===== config.mk =====
export PLATFORM = sky130hd
export DESIGN_NAME = semaphore_cell
export DESIGN_NICKNAME = d
export VERILOG_FILES = /design/src/rtl/semcell_pkg.sv /design/src/rtl/semcell_counter.sv /design/src/rtl/semcell_waitset.sv /design/src/rtl/semcell_classify.sv /design/src/rtl/semaphore_cell.sv
export SDC_FILE = /design/constraint.sdc
export NUM_CORES = 1
export LEC_CHECK = 0
export BUFFER_PORTS_ARGS = -buffer_cell sky130_fd_sc_hd__buf_2
export CAP_MARGIN = 20
export CORE_MARGIN = 5
export CORE_UTILIZATION = 61
export CTS_CLUSTER_DIAMETER = 40
export DETAILED_ROUTE_END_ITERATION = 10
export GPL_ROUTABILITY_DRIVEN = 0
export PLACE_DENSITY = 0.91
export SLEW_MARGIN = 20
export SYNTH_ARGS = -nofsm -noshare
export SYNTH_HDL_FRONTEND = slang
export SYNTH_HIERARCHICAL = 1
export SYNTH_SLANG_ARGS = --single-unit

===== constraint.sdc =====
create_clock -name clk -period 5.2 [get_ports clk]
set_input_delay 0.78 -clock clk [delete_from_list [all_inputs] [get_ports clk]]
set_output_delay 0.78 -clock clk [all_outputs]
set_load 0.01 [all_outputs]

===== src/rtl/semcell_pkg.sv =====
package semcell_pkg;

    localparam logic VIEW_SYNC = 1'b0;
    localparam logic VIEW_TRY  = 1'b1;

    typedef enum logic [2:0] {
        RSP_IDLE      = 3'd0,
        RSP_TAKE      = 3'd1,
        RSP_STALL     = 3'd2,
        RSP_DRY       = 3'd3,
        RSP_POST      = 3'd4,
        RSP_POST_WAKE = 3'd5,
        RSP_OFF_READ  = 3'd6,
        RSP_OFF_WRITE = 3'd7
    } rsp_e;

endpackage


===== src/rtl/semcell_counter.sv =====
module semcell_counter #(
    parameter int CNT_W = 16
) (
    input  logic             clk,
    input  logic             rst_n,
    input  logic             inc,
    input  logic             dec,
    output logic [CNT_W-1:0] count,
    output logic             is_zero
);
    localparam logic [CNT_W-1:0] CNT_MAX = {CNT_W{1'b1}};

    logic [CNT_W-1:0] cnt_q;

    always_ff @(posedge clk) begin
        if (!rst_n) begin
            cnt_q <= '0;
        end else if (inc && (cnt_q != CNT_MAX)) begin
            cnt_q <= cnt_q + 1'b1;
        end else if (dec && (cnt_q != '0)) begin
            cnt_q <= cnt_q - 1'b1;
        end
    end

    assign count   = cnt_q;
    assign is_zero = (cnt_q == '0);
endmodule


===== src/rtl/semcell_waitset.sv =====
module semcell_waitset #(
    parameter int THREADS = 64,
    parameter int TID_W   = $clog2(THREADS)
) (
    input  logic               clk,
    input  logic               rst_n,
    input  logic               add_en,
    input  logic [TID_W-1:0]   add_tid,
    input  logic               clr_en,
    output logic [THREADS-1:0] waiters,
    output logic               any
);
    logic [THREADS-1:0] mask_q;
    logic [THREADS-1:0] add_bit;

    always_comb begin
        add_bit = '0;
        if (add_en) begin
            add_bit = {{(THREADS-1){1'b0}}, 1'b1} << add_tid;
        end
    end

    always_ff @(posedge clk) begin
        if (!rst_n) begin
            mask_q <= '0;
        end else if (clr_en) begin
            mask_q <= '0;
        end else begin
            mask_q <= mask_q | add_bit;
        end
    end

    assign waiters = mask_q;
    assign any     = |mask_q;
endmodule


===== src/rtl/semcell_classify.sv =====
module semcell_classify
    import semcell_pkg::*;
(
    input  logic req_valid,
    input  logic req_view,
    input  logic req_write,
    input  logic off_mode,
    input  logic cnt_zero,
    input  logic have_waiters,
    output rsp_e next_rsp
);
    always_comb begin
        next_rsp = RSP_IDLE;
        if (req_valid) begin
            unique case ({off_mode, req_write})
                2'b10:   next_rsp = RSP_OFF_READ;
                2'b11:   next_rsp = RSP_OFF_WRITE;
                2'b01:   next_rsp = have_waiters ? RSP_POST_WAKE : RSP_POST;
                default: begin
                    if (!cnt_zero) begin
                        next_rsp = RSP_TAKE;
                    end else if (req_view == VIEW_SYNC) begin
                        next_rsp = RSP_STALL;
                    end else begin
                        next_rsp = RSP_DRY;
                    end
                end
            endcase
        end
    end
endmodule


===== src/rtl/semaphore_cell.sv =====
module semaphore_cell
    import semcell_pkg::*;
#(
    parameter int CNT_W   = 16,
    parameter int THREADS = 64,
    parameter int TID_W   = $clog2(THREADS)
) (
    input  logic               clk,
    input  logic               rst_n,
    input  logic               req_valid,
    input  logic               req_view,
    input  logic               req_write,
    input  logic [TID_W-1:0]   req_tid,
    input  logic [CNT_W-1:0]   req_wdata,
    input  logic               mode_we,
    input  logic               mode_fifo,
    output logic               rsp_valid,
    output logic [CNT_W-1:0]   rsp_data,
    output logic               rsp_block,
    output logic [THREADS-1:0] wake_vec
);
    rsp_e               state_q;
    rsp_e               state_d;
    logic               fifo_q;
    logic [CNT_W-1:0]   cnt_q;
    logic               cnt_zero;
    logic [THREADS-1:0] mask_q;
    logic               mask_any;
    logic [CNT_W-1:0]   data_q;
    logic [THREADS-1:0] wake_q;
    logic               do_inc;
    logic               do_dec;
    logic               do_park;
    logic               do_release;
    logic               unused_wdata;

    // Post data carries no meaning for the semaphore.
    assign unused_wdata = ^req_wdata;

    semcell_classify u_class (
        .req_valid    (req_valid),
        .req_view     (req_view),
        .req_write    (req_write),
        .off_mode     (fifo_q),
        .cnt_zero     (cnt_zero),
        .have_waiters (mask_any),
        .next_rsp     (state_d)
    );

    assign do_dec     = (state_d == RSP_TAKE);
    assign do_inc     = (state_d == RSP_POST) || (state_d == RSP_POST_WAKE);
    assign do_park    = (state_d == RSP_STALL);
    assign do_release = (state_d == RSP_POST_WAKE);

    semcell_counter #(.CNT_W(CNT_W)) u_cnt (
        .clk     (clk),
        .rst_n   (rst_n),
        .inc     (do_inc),
        .dec     (do_dec),
        .count   (cnt_q),
        .is_zero (cnt_zero)
    );

    semcell_waitset #(.THREADS(THREADS), .TID_W(TID_W)) u_wait (
        .clk     (clk),
        .rst_n   (rst_n),
        .add_en  (do_park),
        .add_tid (req_tid),
        .clr_en  (do_release),
        .waiters (mask_q),
        .any     (mask_any)
    );

    // State register with the captured response payloads.
    always_ff @(posedge clk) begin
        if (!rst_n) begin
            state_q <= RSP_IDLE;
            fifo_q  <= 1'b0;
            data_q  <= '0;
            wake_q  <= '0;
        end else begin
            state_q <= state_d;
            if (mode_we) begin
                fifo_q <= mode_fifo;
            end
            if (state_d == RSP_OFF_READ) begin
                data_q <= '0;
            end else if (!req_write) begin
                data_q <= cnt_q;
            end
            wake_q <= do_release ? mask_q : '0;
        end
    end

    // Outputs decoded from the response state.
    always_comb begin
        rsp_valid = 1'b0;
        rsp_block = 1'b0;
        rsp_data  = '0;
        wake_vec  = '0;
        unique case (state_q)
            RSP_TAKE, RSP_DRY, RSP_OFF_READ: begin
                rsp_valid = 1'b1;
                rsp_data  = data_q;
            end
            RSP_STALL: begin
                rsp_valid = 1'b1;
                rsp_block = 1'b1;
                rsp_data  = data_q;
            end
            RSP_POST_WAKE: wake_vec = wake_q;
            default: ;
        endcase
    end
endmodule



-- Yosys cells after proc, flatten, opt, wreduce, memory -nomap -nowiden
Index checks and enable logic that the tools add are counted.
- flip-flop bits (word level): 164
- word-level logic and storage cells: 48
- add/sub/neg operators: 2
- equal/unequal tests: 14
- shift-type cells: 1
- multiplexer cells: 12
- bitwise gates (word level): 2
- reduce and logical (&&, ||, !) cells: 11
- operator list (kind ; number):
    64-bit 2-to-1 mux ; 2
    64-bit OR ; 1
    64-bit OR reduction ; 1
    1-bit by 6-bit << shifter with 64-bit output, first input constant ; 1
    16-bit 2-to-1 mux ; 3
    16-bit by 1-bit adder with 16-bit output, second input constant ; 1
    16-bit zero test ; 1
    16-bit != test, second input constant ; 1
    16-bit nonzero test ; 1
    16-bit by 1-bit subtractor with 16-bit output, second input constant ; 1
    3-bit equality test, second input constant ; 5
    3-bit by 2-bit equality test with 1-bit output, second input constant ; 3
    3-bit case mux with 3 select lines ; 1
    3-bit by 1-bit equality test with 1-bit output, second input constant ; 2
    3-bit 2-to-1 mux ; 2
    2-bit equality test, second input constant ; 2
    1-bit 2-to-1 mux ; 4
    2-bit OR reduction ; 2
    4-bit OR reduction ; 1
    2-bit by 1-bit equality test with 1-bit output, second input constant ; 1
    1-bit logical AND ; 2
    2-bit AND reduction ; 1
    2-bit nonzero test ; 1
    1-bit logical OR ; 1
    1-bit inverter ; 1

-- Logic depth before layout (Yosys ltp)
- depth after elaboration: 8
- mapped depth: 17

-- Cells and area by module
The synthesis kept the hierarchy.
- by module, submodules not included (module ; instances ; cells each ; area an instance (µm²) ; seq. area each (µm²)):
    semaphore_cell ; 1 ; 299 ; 3352.0 ; 1681.6
    semcell_waitset ; 1 ; 252 ; 2284.7 ; 1281.2
    semcell_counter ; 1 ; 168 ; 1356.3 ; 320.3
    semcell_classify ; 1 ; 8 ; 45.0 ; 0.0

-- Worst setup path before layout
Ideal clock, no wire load.
- path kind: flip-flop to flip-flop
- start point: reg u_cnt.cnt_q[8], in the netlist u_cnt/count[8]
- end point: reg u_cnt.cnt_q[8], in the netlist u_cnt/count[8]
- library setup time: 0.071 ns
- data arrival time: 3.178 ns
- slack: 1.951 ns
- stages on the path, launching flop included: 18
- path buffers: 0
- period minus slack after synthesis: 3.249 ns
- cell sequence: dfxtp_1 > nor4_1 > nand4_1 > inv_1 > inv_1 > nor2_1 > o21a_1 > and2b_1 > o41ai_4 > inv_2 > fa_1 > nor2b_1 > o31a_1 > o21ai_1 > a21oi_1 > nor3_1 > or3b_2 > a21oi_1
- word-level cells in the longest chain between the ends: 8
- elaborated cells on any way between the ends: 17
- classes of those cells: 2 x add/sub; 4 x eq/ne; 5 x mux; 6 x reduce/logical
- ends and longest elaborated chain (element ; RTL line ; source):
    start, declared ; semcell_counter.sv:13 ; logic [CNT_W-1:0] cnt_q;
    start signal, assigned ; semcell_counter.sv:19 ; cnt_q <= cnt_q + 1'b1;
    start signal, assigned ; semcell_counter.sv:21 ; cnt_q <= cnt_q - 1'b1;
    16-bit zero test (*) ; semcell_counter.sv:26 ; assign is_zero = (cnt_q == '0);
    named net cnt_zero ; semaphore_cell.sv:26 ; logic cnt_zero;
    3-bit 2-to-1 mux (*) ; semcell_classify.sv:20 ; if (!cnt_zero) begin
    3-bit case mux with 3 select lines (*) ; semcell_classify.sv:15 ; unique case ({off_mode, req_write})
    3-bit 2-to-1 mux (*) ; semcell_classify.sv:14 ; if (req_valid) begin
    named net state_d[1] ; semaphore_cell.sv:23 ; rsp_e state_d;
    3-bit equality test ; semaphore_cell.sv:51 ; assign do_inc = (state_d == RSP_POST) || (state_d == RSP_POST_WAKE);
    1-bit logical OR (*) ; semaphore_cell.sv:51 ;
    named net do_inc ; semaphore_cell.sv:31 ; logic do_inc;
    1-bit logical AND (*) ; semcell_counter.sv:18 ; end else if (inc && (cnt_q != CNT_MAX)) begin
    16-bit 2-to-1 mux or 2-bit nonzero test (tied branches) ; -- ;
The timed path passes the listed nets; every way through them passes the cells marked *. The select of a mux whose other input is x is not followed.
A chain may end at the register's enable or synchronous reset.

-- Final worst setup path
- start point: reg u_cnt.cnt_q[1], in the netlist u_cnt/count[1]
- end point: reg u_cnt.cnt_q[15], in the netlist u_cnt/count[15]
Same word-level chain as after synthesis.

==> results list <==
- Buffers plus inverters on the worst setup path: 2
- Timing would allow up to between 200 and 250 MHz.
* Largest net degree at the start of global routing: 65
- Endpoint arrival time on the critical path: between 4 and 5 ns
- The tree is rooted in a clkbuf_16.
- Crit. Startpoint: u_cnt/count[1]
- Most numerous cell on the critical path: inv_1
- The count of nets left with antenna violations once routing finished came out at 0.
* Area of the die: around 14000 um2
* Setup violation total in the final timing report: 0
- The final-report hold violation count came to 0.
- Initial cell density of the core: 0.619
* Worst slew slack as a fraction of its limit: 0.205
* RSZ-0062 raised after global routing: false
* Total number of nets in the final design: 841
- Yosys printed 6 warnings.
- Leakage dissipation: around 0.0035 uW
- The floorplan step set the die height to around 120 um.
- Beginning of the worst register-to-register path: u_cnt/count[1]
- Latest clock arrival within the worst-skew pair: roughly 0.42 ns
- Using the TritonRoute via totals, the vias-per-cell ratio works out to just under 6.
* Number of placement rows: 39
* Crit Path Class: reg2reg
* Share of Yosys cell area claimed by the top area cell type: 0.466
- Post-synthesis async set-or-reset flop share: 0
* Number of different library cells in the post-synthesis netlist: slightly above 60
* CP Data Required Time: 5.48 ns
* Clock transition time at the flip-flop clock pins of the worst setup and hold paths: about 0.060 ns
- The number of global-route vias before repair was 5500.
- In this run the count of I/O pins placed on the die edge is around 110.
- Along the worst path, the maximum fanout reaches 18.
* Top delay family on crit path: compound AO/OA/AOI/OAI gates
* Post-route setup TNS: 0 ns
- Post-layout min period: 4.03 ns
* Proportion of layout cells with a drive suffix above 1: 0.250
- Global route overflow: 0
- In the synthesized netlist, the number of instances is 727.
- Number of gates resized after CTS: 0
* Sum of internal, switching and leakage power: around 3200 uW
- PwrDens: around 410 nW/um2
- Post-route fraction of the period consumed by the critical path: 0.774
- Width of the die: between 100 and 150 um
* Number of slew-limit violations in the final report: 0
- The worst setup path is captured at a register.
- During placement, the flow inserted port buffers numbering 94.
- Synthesis-stage register bit count: 164
- The longest clock path from root to sink contains 2 buffers.
- After synthesis the cells add up to approximately 7000 um2.
* Final core utilization: 0.703
* Starting DRT DRC Count: 588
- In this run the worst hold path is classified as reg2reg.
- Of the synthesized area, sequential elements account for 0.466.
- Largest voltage drop on the vdd net: 0.000216 V
- Post-synthesis cell type with the largest combined area: dfxtp_1
* Cell with the largest stage delay on the worst path: o21ai_0
- Cell types with the largest area share after synthesis: dfxtp_1, and2_1, and2_4, a21oi_1, nor2_1
- The flow ran to the end, and the final reports show no timing, DRC or antenna violations.
- # clock sinks: between 150 and 200
- DR vias: between 5000 and 6000
- Traced cell by cell, the critical path runs through nor4_1 -> nand4_1 -> inv_1 -> inv_1 -> nor2_1 -> o21a_1 -> and2b_1 -> o41ai_4 -> ha_1 -> a21oi_1 -> a2bb2oi_1 -> o211ai_1 -> o21ai_0 -> mux2i_1 -> a21o_1 -> a21oi_2.
- Synth-to-layout area growth: 13.5%
- Average footprint of a synthesized cell: approximately 9.7 um2
* Routed wire per std cell: approximately 18 um
* Initial antenna violation count: 1
- After clock tree synthesis, the flow added hold-fix buffers numbering 0.
- Across the run, the number of max-cap violations was 0.
* First-pass iteration count of the detailed router: 8
- Buffers added to address setup during post-CTS repair amount to 0.
- The H-tree generated during clock tree synthesis spans 4 levels.
- For this run, the leading register cell type out of synthesis is dfxtp_1.
- In this run the most critical hold path is launched from u_wait/waiters[9].
- DRC violation count after routing: 0
* Tightest Pin Transition: roughly 1.2 ns
- Summed over all layers, the routed wires come to about 17 mm.
* Area of the core: roughly 11000 um2
- Clock tree from TritonCTS: done
- All-layer global routing usage: 0.239
- In this run, CTS created clock tree buffers numbering 17.
* Nets in the synthesized netlist: between 700 and 800
* Post-DP HPWL: approximately 11 mm
- The clock arrives with around 0.016 ns of skew.
- Antenna Diode Count: 0
- Largest incremental delay on the critical path: ~0.46 ns
* Type of origin of the critical path: register
- Wire length of the first global-routing pass: ~27 mm
* Number of enable-type register cells in the synthesized netlist: 0
==> logic make-up (layout without fill, tap and decap cells) <==
kind of cell	after synthesis	count (layout)	share of synthesized area
buffers and inverters	52	133	0.0437
and+or+nand+nor	331	331	0.304
AOI/OAI and AO/OA	133	133	0.114
adders and majority gates	16	16	0.0295
xor gates and xnor gates	9	9	0.0112
DFF	164	164	0.466
muxes	22	22	0.0313
==> placed cells by master, fill, tap and decap left out, types with 16 or more instances in the layout <==
cell	synthesis	final
and2_1	84	84
nor2_1	86	86
and2_4	48	48
a21oi_1	77	77
clkbuf_16	0	17
nor4_1	20	20
mux2i_1	22	22
a21boi_0	16	16
dfxtp_1	164	164
buf_2	8	94
==> where the power goes <==
group          internal (uW)  leakage [uW]  switching, uW
logic                    264       0.00192            366
clock network            710      0.000266            499
registers               1310       0.00133           84.1
==> layer usage <==
layer  share of wire  wire length [um]  vias up  global-route usage
met5               0                 0        -                   0
met4           0.040               665        0               0.105
met3           0.082              1370       81              0.0674
met2            0.47              7790      279               0.382
met1            0.41              6880     2600               0.300
li1                -                 -     2648                   -
==> cell usage after synthesis (all sizes together) (2+ instances only) <==
cell type / n
a21o: 7
nor3: 4
buf: 22
ha: 15
nand2b: 4
a211oi: 5
a21boi: 17
a31oi: 2
mux2i: 22
and3b: 5
a21oi: 78
nor3b: 19
o211ai: 2
nor4: 22
clkbuf: 23
and4bb: 6
xnor2: 6
nor4b: 4
o21ai: 12
nor2b: 6
and2: 132
nand3: 7
o21a: 3
and4b: 5
inv: 7
dfxtp: 164
and3: 2
nand4: 11
xor2: 3
nand2: 12
nor2: 87
==> flip-flops by register name, indices dropped and copies added (netlist names) <==
register / cells
data_q: 16
fifo_q: 1
state_q: 3
u_cnt/count: 16
u_wait/waiters: 64
wake_q: 64
==> final timing paths <==
kind                                        end  slack [ns]  depth (start not counted)
worst min register to register        wake_q[9]        0.49                          1
worst min-delay path                  wake_q[9]        0.49                          1
worst max register to register  u_cnt/count[15]        1.17                         16
worst max-delay path            u_cnt/count[15]        1.17                         16
==> area by class of cell <==
class / instances / area [um2]
clock buffer: 21 / 440
sequential: 164 / 3280
multi-input combinational: 511 / 3460
tap: 143 / 179
clock inverter: 10 / 125
fill: 749 / 3380
timing repair buffer: 95 / 478
inverter: 7 / 26.3
==> per-stage QoR <==
stage / setup WS [ns] / instance area [um2] / hold WS (ns) / std cells
floorplan: 1.95 / 7040 / 0.451 / 727
global placement: 1.09 / 7420 / 0.468 / 920
detailed placement: 1.09 / 7420 / 0.476 / 920
CTS: 1.32 / 7980 / 0.490 / 951
global route: 0.860 / 7990 / 0.503 / 951
finish: 1.17 / 7990 / 0.490 / 951
No activity file was read; power rests on OpenSTA's default activity.
